File: src/rtl/tdm_timing_pkg.sv
package tdm_timing_pkg;
  typedef enum logic [1:0] {
    RATE_STD  = 2'b00,
    RATE_HIGH = 2'b01,
    RATE_LOW  = 2'b10,
    RATE_ALT  = 2'b11
  } rate_e;
endpackage

File: src/rtl/tdm_chan_counter.sv
module tdm_chan_counter
  import tdm_timing_pkg::*;
#(
  parameter int CH_W   = 12,
  parameter int N_STD  = 2048,
  parameter int N_HIGH = 2430,
  parameter int N_LOW  = 810
) (
  input  logic            clk,
  input  logic            rst_n,
  input  logic [1:0]      rate_sel,
  input  logic            sync,
  output logic [CH_W-1:0] chan,
  output logic            free_wrap,
  output logic            start_next
);
  function automatic logic [CH_W-1:0] last_of(input logic [1:0] code);
    case (rate_e'(code))
      RATE_HIGH: return CH_W'(N_HIGH - 1);
      RATE_LOW:  return CH_W'(N_LOW - 1);
      default:   return CH_W'(N_STD - 1);
    endcase
  endfunction

  logic [CH_W-1:0] cnt_q, cnt_d;
  logic [CH_W-1:0] last_q, last_d;

  always_comb begin
    free_wrap = !sync && (cnt_q == last_q);
    if (sync || (cnt_q == last_q)) cnt_d = '0;
    else                           cnt_d = cnt_q + CH_W'(1);
    start_next = (cnt_d == '0);
    last_d = start_next ? last_of(rate_sel) : last_q;
  end

  always_ff @(posedge clk or negedge rst_n) begin
    if (!rst_n) begin
      cnt_q  <= '0;
      last_q <= CH_W'(N_STD - 1);
    end else begin
      cnt_q  <= cnt_d;
      last_q <= last_d;
    end
  end

  assign chan = cnt_q;
endmodule

File: src/rtl/tdm_lost_flag.sv
module tdm_lost_flag (
  input  logic clk,
  input  logic rst_n,
  input  logic sync,
  input  logic free_wrap,
  output logic lost
);
  logic lost_q, lost_d;

  always_comb begin
    lost_d = lost_q;
    if (sync)           lost_d = 1'b0;
    else if (free_wrap) lost_d = 1'b1;
  end

  always_ff @(posedge clk or negedge rst_n) begin
    if (!rst_n) lost_q <= 1'b0;
    else        lost_q <= lost_d;
  end

  assign lost = lost_q;
endmodule

File: src/rtl/tdm_tx_pulse.sv
module tdm_tx_pulse (
  input  logic clk,
  input  logic rst_n,
  input  logic start_next,
  input  logic launch_neg,
  input  logic pol,
  input  logic slave,
  output logic fp_out,
  output logic fp_oe
);
  logic rise_q;
  logic fall_q;
  logic active;

  always_ff @(posedge clk or negedge rst_n) begin
    if (!rst_n) rise_q <= 1'b1;
    else        rise_q <= start_next;
  end

  always_ff @(negedge clk or negedge rst_n) begin
    if (!rst_n) fall_q <= 1'b1;
    else        fall_q <= rise_q;
  end

  always_comb begin
    active = launch_neg ? fall_q : rise_q;
    fp_oe  = !slave;
    fp_out = slave ? pol : (active ^ pol);
  end
endmodule

File: src/rtl/tdm_frame_timer.sv
module tdm_frame_timer #(
  parameter int CH_W   = 12,
  parameter int N_STD  = 2048,
  parameter int N_HIGH = 2430,
  parameter int N_LOW  = 810
) (
  input  logic            clk,
  input  logic            rst_n,
  input  logic [1:0]      rate_sel,
  input  logic            rx_fp,
  input  logic            tx_fp_pol,
  input  logic            tx_launch_neg,
  input  logic            tx_fp_slave,
  input  logic            tx_fp_in,
  output logic            tx_fp_out,
  output logic            tx_fp_oe,
  output logic [CH_W-1:0] rx_chan,
  output logic            rx_sof,
  output logic [CH_W-1:0] tx_chan,
  output logic            tx_sof,
  output logic            frame_lost
);
  logic [1:0] rst_pipe;
  logic       rst_int_n;
  logic       rx_wrap;
  logic       rx_start_unused;
  logic       tx_wrap_unused;
  logic       tx_start;
  logic       tx_sync;

  always_ff @(posedge clk or negedge rst_n) begin
    if (!rst_n) rst_pipe <= 2'b00;
    else        rst_pipe <= {rst_pipe[0], 1'b1};
  end
  assign rst_int_n = rst_pipe[1];

  assign tx_sync = tx_fp_slave ? (tx_fp_in ^ tx_fp_pol) : rx_fp;

  tdm_chan_counter #(
    .CH_W(CH_W), .N_STD(N_STD), .N_HIGH(N_HIGH), .N_LOW(N_LOW)
  ) u_rx_cnt (
    .clk       (clk),
    .rst_n     (rst_int_n),
    .rate_sel  (rate_sel),
    .sync      (rx_fp),
    .chan      (rx_chan),
    .free_wrap (rx_wrap),
    .start_next(rx_start_unused)
  );

  tdm_chan_counter #(
    .CH_W(CH_W), .N_STD(N_STD), .N_HIGH(N_HIGH), .N_LOW(N_LOW)
  ) u_tx_cnt (
    .clk       (clk),
    .rst_n     (rst_int_n),
    .rate_sel  (rate_sel),
    .sync      (tx_sync),
    .chan      (tx_chan),
    .free_wrap (tx_wrap_unused),
    .start_next(tx_start)
  );

  tdm_lost_flag u_lost (
    .clk      (clk),
    .rst_n    (rst_int_n),
    .sync     (rx_fp),
    .free_wrap(rx_wrap),
    .lost     (frame_lost)
  );

  tdm_tx_pulse u_txp (
    .clk       (clk),
    .rst_n     (rst_int_n),
    .start_next(tx_start),
    .launch_neg(tx_launch_neg),
    .pol       (tx_fp_pol),
    .slave     (tx_fp_slave),
    .fp_out    (tx_fp_out),
    .fp_oe     (tx_fp_oe)
  );

  assign rx_sof = (rx_chan == '0);
  assign tx_sof = (tx_chan == '0);
endmodule

File: config.mk
export PLATFORM = sky130hd
export DESIGN_NAME = tdm_frame_timer
export DESIGN_NICKNAME = d
export VERILOG_FILES = /design/src/rtl/tdm_timing_pkg.sv /design/src/rtl/tdm_chan_counter.sv /design/src/rtl/tdm_lost_flag.sv /design/src/rtl/tdm_tx_pulse.sv /design/src/rtl/tdm_frame_timer.sv
export SDC_FILE = /design/constraint.sdc
export NUM_CORES = 1
export LEC_CHECK = 0
export BUFFER_PORTS_ARGS = -buffer_cell sky130_fd_sc_hd__clkbuf_2
export CAP_MARGIN = 20
export CORE_ASPECT_RATIO = 2
export CORE_MARGIN = 2
export CORE_UTILIZATION = 50
export CTS_CLUSTER_SIZE = 25
export DETAILED_ROUTE_END_ITERATION = 16
export PLACE_DENSITY = 0.77
export SYNTH_ARGS = -nofsm -noshare
export SYNTH_HDL_FRONTEND = slang
export SYNTH_SLANG_ARGS = --single-unit
File: constraint.sdc
create_clock -name clk -period 1.3 [get_ports clk]
set_input_delay 0.065 -clock clk [delete_from_list [all_inputs] [get_ports clk]]
set_output_delay 0.065 -clock clk [all_outputs]
set_load 0.02 [all_outputs]
==> results_dict.tcl, run 1 <==
set metrics [dict create \
    status "finished, violations left" \
    violations "negative setup slack" \
    std_cell_rows 34 \
    die_w_um 51.3 \
    n_antenna_cell 0 \
    instances_no_fill 414 \
    syn_area_um2 2230 \
    avgSynthCellArea_um2 9.39 \
    crit_chain "mux2i_1 > nor2_2 > xor2_2 > clkbuf_8" \
    die_h_um 98.5 \
    cp.arrival_ps 2050 \
    pwr-share-clk_pct 27.4 \
    crit_slowest_cell "dfstp_2" \
    synth_edf_count 0 \
    gr-max-usage-layer "met2" \
    ys_ff_latch 37 \
    rsz0062_at_grt "true" \
    critPathCaptureType "primary output" \
    grtUsageMet2_pct 56.8 \
    place_inst 389 \
    worstSetupStartpointType "flip-flop" \
    synthArstFlopShare_pct 100 \
    worstSetupPathType "reg -> out" \
    drtIter0Drc 54 \
    hold_viol 0 \
    nNetsFinal 375 \
    power.share.combinational_pct 27.5 \
    layout-drive-gt1-share_pct 60.0 \
    slew_viol_final 0 \
    gr-total-overflow 0 \
    cts.sinks 37 \
    use_met3_pct 4.09 \
    die_area_um2 5050 \
    total_power_uw 2910 \
    start_util_pct 51.5 \
    worstSkewPairLatency_ps 350 \
    grt_start_max_net_pins 35 \
    critical_path_required_ps 1240 \
    swShare_pct 30.1 \
    grt_pass1_wl_um 11300 \
    synthToLayoutAreaGrowth_pct 63.4 \
    synth_warnings 0 \
    cts_tree "yes" \
    seq_area_frac_synth_pct 41.9 \
    final_common_cell "buf_4" \
    setup_violations 37 \
    cap_viol_max_count 0 \
    via_count 2293 \
    hold_class "in -> async" \
    design_area_um2 3650 \
    viasPerCell 5.54 \
    internal_power_uw 2030 \
    cts_buffers 5 \
    cp_max_fo 1 \
    grt_usage_pct 30.2 \
    first_pass_iters 4 \
    finalClockSkew_ps 55.0 \
    io_buffers 37 \
    pwr-share-seq_pct 45.1 \
    synth_cell_types 44 \
    num_io_pins 38 \
    max_stage_delay_ps 500 \
    grt_pass1_vias 2457 \
    leakagePower_uw 0.00171 \
    worst_slack_ps -819 \
    core-area_um2 4340 \
    gp_congestion 0.864 \
    grt_use_met1_pct 27.0 \
    cts-root-buf "clkbuf_8" \
    place_area_um2 3130 \
    cts.htree.levels 2 \
    synth_flop_cell "dfrtp_1" \
    net-switching-power_uw 877 \
    drc 0 \
    holdWs_ps 82.5 \
    syn_nets 254 \
    wire_per_inst_um 18.3 \
    layout_common_cells "buf_4 (75), clkbuf_2 (34), nor2_1 (20)" \
    ant_nets 0 \
    fin_tns_setup_ps -20700 \
    irDropWorstVdd_v 0.000715 \
    clk_path_buf_depth 2 \
    dp_hpwl_um 4840 \
    power_density_nw_per_um2 797 \
    synth_cells 238 \
    antenna_found_initial 0 \
    wl_um 7560 \
    clkSlewWorstSetupHoldPaths_ps 70 \
]
## worst paths after layout
kind,cells after the start,end,slack (ps),startpoint
setup / recovery,4,tx_fp_out,-820,u_txp.fall_q
hold / removal,2,rst_pipe[1],80,rst_n
setup reg to reg,7,u_tx_cnt.last_q[11],-770,u_tx_cnt.chan[1]
hold reg to reg,0,rst_pipe[1],350,rst_pipe[0]
max in group asynchronous,0,u_txp.fall_q,430,rst_pipe[1]
min in group clk,3,u_rx_cnt.last_q[6],130,rate_sel[1]
## cell usage after synthesis, types with 7 or more instances
cell / instances / share of area (%)
dfstp_2: 8 / 9.4
nor3_1: 11 / 2.5
xnor2_1: 17 / 6.7
ha_1: 7 / 3.9
inv_1: 17 / 2.9
nand3_1: 9 / 2.0
clkbuf_1: 8 / 1.3
nor2_1: 33 / 5.5
mux2i_1: 7 / 3.1
nand2_1: 15 / 2.5
xor2_1: 14 / 5.5
dfrtp_1: 29 / 32
nand4_1: 7 / 2.0
## critical path, delay by kind of cell (launching register included)
family	cells	cell delay, ps
xor gates and xnor gates	1	160
buffers and inverters	1	160
DFF	1	500
muxes	1	80
and+or+nand+nor	1	150
## layer usage
metal / part of all wire, % / routed length (um)
met5: 0 / 0
met4: 8.2 / 620
met3: 2.8 / 214
met2: 57 / 4340
met1: 32 / 2380
## power by group through the flow
stage | Clock (uW) | Combinational [uW] | Sequential, uW
2_1_floorplan | 9.63 | 328 | 1360
3_3_place_gp | 9.63 | 582 | 1320
3_5_place_dp | 9.63 | 607 | 1330
4_1_cts | 804 | 707 | 1310
5_1_grt | 867 | 851 | 1320
6_report | 798 | 800 | 1310
## timing repair
item | 4_1_cts | 5_1_grt
cloned | 1 | 1
gates resized for setup | 39 | 39
hold endpoints to repair | 3 | 0
pin swaps | 10 | 14
hold buffers | 2 | 0
setup buffers | 8 | 10
setup endpoints to repair | 37 | 38
## sequential cells by signal, summed over array words and instances (netlist names)
name	cells
u_lost.lost	1
u_rx_cnt.last_q	4
u_rx_cnt.chan	12
u_tx_cnt.last_q	4
u_txp.rise_q	1
u_txp.fall_q	1
rst_pipe	2
u_tx_cnt.chan	12
## layout make-up
| cell class | instances | area [um^2] |
|---|---|---|
| fillers | 235 | 687 |
| inverters | 17 | 63.8 |
| well taps | 54 | 67.6 |
| clock inverters | 3 | 13.8 |
| clock buffers | 6 | 72.6 |
| multi-input cells | 168 | 1500 |
| repair buffers | 129 | 982 |
| flip-flops and latches | 37 | 952 |
## logic make-up after synthesis
kind of cell | share of synthesized area (%)
AO/OA/AOI/OAI | 7.34
XOR/XNOR | 12.2
adder cells (fa/ha/maj) | 3.92
buffers and inverters | 6.16
flip-flops | 41.9
multiplexers | 5.49
other | 0.168
AND/OR/NAND/NOR | 22.9
## metrics by stage
step | setup WS, ps | utilization, %
5_1_grt | -902 | 84.2
6_report | -819 | 84.2
3_3_place_gp | -692 | 72.2
4_1_cts | -834 | 80.4
2_1_floorplan | -824 | -
3_5_place_dp | -737 | 72.2
Note: power is estimated with default switching activity, not from simulation.
==> inputs of run 2 (changes only) <==
--- a/config.mk
+++ b/config.mk
@@ -13,6 +13,7 @@
 export CTS_CLUSTER_SIZE = 25
 export DETAILED_ROUTE_END_ITERATION = 16
 export PLACE_DENSITY = 0.77
+export RECOVER_POWER = 100
 export SYNTH_ARGS = -nofsm -noshare
 export SYNTH_HDL_FRONTEND = slang
 export SYNTH_SLANG_ARGS = --single-unit
==> results_dict.tcl, run 2 (synthesis results as in run 1) <==
set metrics [dict create \
    status "finished, violations left" \
    violations "negative setup slack" \
    final_common_cell "buf_4" \
    grt_pass1_vias 2457 \
    worstSkewPairLatency_ps 350 \
    tightest_slew_ps 863 \
    slew_viol_final 0 \
    hold_viol 0 \
    drc 0 \
    worst_slack_ps -821 \
    die_h_um 98.5 \
    clk_path_buf_depth 2 \
    std_cell_rows 34 \
    place_ws_ps -737 \
    critical_path_required_ps 1240 \
    wire_per_inst_um 18.3 \
    power_density_nw_per_um2 805 \
    cp_max_fo 1 \
    core-area_um2 4340 \
    multi_input_area_um2 1500 \
    fin_tns_setup_ps -21540 \
    worstSetupPathType "reg -> out" \
    dp_hpwl_um 4840 \
    clkSlewWorstSetupHoldPaths_ps 70 \
    grt_usage_pct 30.2 \
    cts_tree "yes" \
    antenna_found_initial 0 \
    wl_um 7580 \
    cts.htree.levels 2 \
    total_power_uw 2900 \
    die_area_um2 5050 \
    ant_nets 0 \
    rsz0062_at_grt "true" \
    slew_headroom_pct 42.4 \
    cp.arrival_ps 2060 \
    layout-drive-gt1-share_pct 54.7 \
    leakagePower_uw 0.00166 \
    cts-root-buf "clkbuf_8" \
    wl_met1_um 2420 \
    grt_start_max_net_pins 35 \
    die_w_um 51.3 \
    gr-total-overflow 0 \
    layout_common_cells "buf_4 (71), clkbuf_2 (25), dfrtp_1 (21)" \
    wl_met3_um 194 \
    io_buffers 37 \
    worstSetupStartpointType "flip-flop" \
    hold_class "in -> async" \
    cts.sinks 37 \
    seq_area_um2 946 \
    num_io_pins 38 \
    met2_length_um 4340 \
    place_inst 389 \
    nNetsFinal 375 \
    drtIter0Drc 39 \
    instances_no_fill 414 \
    grt_pass1_wl_um 11300 \
    design_area_um2 3610 \
    critPathCaptureType "primary output" \
    routed.top_layer "met4" \
    start_util_pct 51.5 \
    gp_congestion 0.864 \
    reg2reg_slack_ps -780 \
    setup_violations 37 \
    cts_buffers 5 \
    irDropWorstVdd_v 0.000741 \
    cap_viol_max_count 0 \
    place_area_um2 3130 \
    via_count 2303 \
    finalClockSkew_ps 57.2 \
    viasPerCell 5.56 \
    n_antenna_cell 0 \
    first_pass_iters 4 \
    fill_cells 256 \
    synthToLayoutAreaGrowth_pct 61.4 \
]
==> run 2: critical path, cell delays in order (launching register included) <==
cell and delay, ps:
dfstp_2 500, mux2i_1 80, nor2_2 150, xor2_2 160, clkbuf_8 160
==> run 2: cell type report <==
type	count	share of cell area [%]
clock buffer	6	2.01
clock inverter	3	0.382
inverter	17	1.77
multi-input combinational	168	41.6
sequential	37	26.2
tap	54	1.87
timing repair buffer	129	26.1
==> run 2: worst paths after layout <==
kind,from,endpoint,cells after the start
setup / recovery,u_txp.fall_q,tx_fp_out,4
hold / removal,rst_n,rst_pipe[1],2
setup reg to reg,u_tx_cnt.chan[1],u_tx_cnt.last_q[11],8
hold reg to reg,rst_pipe[0],rst_pipe[1],0
max in group asynchronous,rst_pipe[1],u_tx_cnt.chan[5],1
min in group clk,rate_sel[1],u_rx_cnt.last_q[6],3
==> run 2: where the power goes <==
| group | switching (uW) | internal (uW) | total (uW) |
|---|---|---|---|
| Combinational | 389 | 404 | 792 |
| Clock | 428 | 374 | 802 |
| Sequential | 62.0 | 1250 | 1310 |
| Total | 879 | 2020 | 2900 |
==> run 2: through the flow <==
step / hold slack [ps] / util, %
5_1_grt: 103 / 83.1
4_1_cts: 74.5 / 80.4
2_1_floorplan: -231 / -
3_5_place_dp: -147 / 72.2
3_3_place_gp: -148 / 72.2
6_report: 76.9 / 83.1
==> run 2: timing repair <==
item,CTS,global route
setup buffers,8,10
endpoints found under the setup margin,37,38
gates cloned,1,1
gates resized for setup,39,39
pin swaps,10,14
hold buffers,2,0
endpoints found under the hold margin,3,0
==> run 2: per-layer routing <==
metal  vias to the layer above  track usage (%)
met5                         -                0
met3                        45             4.09
li1                       1040                -
met2                        87             56.8
met1                      1131             27.0
met4                         0             23.3
==> inputs of run 3 (changes only) <==
--- a/config.mk
+++ b/config.mk
@@ -5,15 +5,17 @@
 export SDC_FILE = /design/constraint.sdc
 export NUM_CORES = 1
 export LEC_CHECK = 0
-export BUFFER_PORTS_ARGS = -buffer_cell sky130_fd_sc_hd__clkbuf_2
 export CAP_MARGIN = 20
 export CORE_ASPECT_RATIO = 2
 export CORE_MARGIN = 2
 export CORE_UTILIZATION = 50
 export CTS_CLUSTER_SIZE = 25
 export DETAILED_ROUTE_END_ITERATION = 16
-export PLACE_DENSITY = 0.77
+export DONT_BUFFER_PORTS = 1
+export PLACE_DENSITY = 0.7
 export RECOVER_POWER = 100
+export SETUP_SLACK_MARGIN = 0.15
 export SYNTH_ARGS = -nofsm -noshare
 export SYNTH_HDL_FRONTEND = slang
+export SYNTH_HIERARCHICAL = 1
 export SYNTH_SLANG_ARGS = --single-unit
==> results_dict.tcl, run 3 <==
set metrics [dict create \
    crit_end "tx_fp_out" \
    finalClockSkew_ps 63.5 \
    status "finished, violations left" \
    worstSetupPathType "reg -> out" \
    viasPerCell 5.87 \
    die_w_um 53.2 \
    cts_tree "yes" \
    syn_area_um2 2420 \
    synth_cells 247 \
    setup_violations 37 \
    cts.sinks 37 \
    rr_worst_depth 7 \
    layout-drive-gt1-share_pct 64.1 \
    grt_pass1_wl_um 11500 \
    worstSkewPairLatency_ps 350 \
    io_buffers 0 \
    clk_path_buf_depth 2 \
    ant_nets 0 \
    leakagePower_uw 0.00173 \
    drtIter0Drc 75 \
    slew_viol_final 0 \
    final_common_cell "buf_4" \
    syn_nets 264 \
    critical_path_required_ps 1240 \
    die_h_um 102 \
    drc 0 \
    cp.arrival_ps 2020 \
    slew_headroom_pct 42.2 \
    worstReg2RegStart "u_tx_cnt/chan[2]" \
    cp_max_fo 1 \
    dp_hpwl_um 4960 \
    synthToLayoutAreaGrowth_pct 59.1 \
    num_io_pins 38 \
    critPathCaptureType "primary output" \
    wl_um 8590 \
    postLayoutCoreUtil_pct 83.1 \
    n_antenna_cell 0 \
    grt_pass1_vias 2387 \
    std_cell_rows 35 \
    irDropWorstVdd_v 0.000891 \
    clkSlewWorstSetupHoldPaths_ps 70 \
    worstSetupStartpointType "flip-flop" \
    first_pass_iters 4 \
    rsz0062_at_grt "true" \
    tightest_slew_ps 867 \
    power_density_nw_per_um2 782 \
    gp_congestion 0.924 \
    grt_start_max_net_pins 35 \
    antenna_found_initial 0 \
    via_count 2385 \
    reg2reg_slack_ps -630 \
    cap_viol_max_count 0 \
    grt_usage_pct 29.5 \
    die_area_um2 5460 \
    start_util_pct 52.2 \
    crit_path_start "u_txp/fall_q" \
    nNetsFinal 367 \
    cts_buffers 5 \
    hold_viol 1 \
    cts.htree.levels 2 \
    worst_slack_ps -787 \
    core-area_um2 4640 \
    timing.rr.end "u_tx_cnt/last_q[6]" \
    avgSynthCellArea_um2 9.82 \
    cts-root-buf "clkbuf_8" \
    place_ws_ps -579 \
    violations "negative hold slack, negative setup slack" \
    hold_class "in -> async" \
    synth_warnings 6 \
    layout_common_cells "buf_4 (80), buf_6 (26), dfrtp_2 (22)" \
    holdWs_ps -2.79 \
    wire_per_inst_um 21.2 \
    gr-total-overflow 0 \
]
==> run 3: critical path, cell delays in order (launching register included) <==
cell and delay (ps):
dfstp_2 510, mux2i_1 60, nor2_1 170, xor2_2 280
==> run 3: layout make-up <==
| type | count | area [um^2] |
|---|---|---|
| clock buffer | 5 | 68.8 |
| clock inverter | 4 | 31.3 |
| inverter | 12 | 45.0 |
| sequential | 37 | 967 |
| multi-input combinational | 175 | 1640 |
| tap | 55 | 68.8 |
| fill | 259 | 785 |
| timing repair buffer | 118 | 1040 |
==> run 3: repair_timing <==
item / in CTS / in global routing
endpoints found under the hold margin: 7 / 0
hold buffers: 4 / 0
cloned: 2 / 0
endpoints found under the setup margin: 39 / 42
buffers inserted: 14 / 10
gates resized for setup: 57 / 47
pin swaps: 17 / 13
==> run 3: how the worst min path moves through the flow <==
stage	start	end	slack, ps	cells after the start
floorplan	rst_n	rst_pipe[0]	-230	0
global placement	rst_n	rst_pipe[0]	-230	0
detailed placement	rst_n	rst_pipe[0]	-230	0
CTS	rst_n	rst_pipe[1]	3	1
global route	rst_n	rst_pipe[1]	-7	1
finish	rst_n	rst_pipe[1]	-3	1
==> run 3: routing by layer <==
layer  wire, um  up-vias  global-route usage, %  share of wire (%)
met1       2810     1197                   26.1                 33
li1           -     1072                      -                  -
met3        279       30                   3.07                3.2
met4        450        0                   16.6                5.2
met5          0        -                      0                  0
met2       5050       86                   58.9                 59
==> run 3: power breakdown <==
part           total (uW)  switching [uW]  internal, uW
Combinational         788             373           415
Sequential           1330            82.4          1250
Clock                 897             429           468
Total                3020             885          2130
==> run 3: per-stage QoR <==
stage / instance area (um^2) / hold slack (ps) / power, uW / TNS, ps / instances
after floorplan: 2610 / -231 / 1690 / -11390 / 247
after global placement: 3140 / -231 / 1880 / -12610 / 368
after detailed placement: 3140 / -231 / 1900 / -13540 / 368
after CTS: 3620 / 3.16 / 2920 / -13410 / 396
after global routing: 3860 / -6.76 / 3140 / -20580 / 406
final: 3860 / -2.79 / 3020 / -17940 / 406
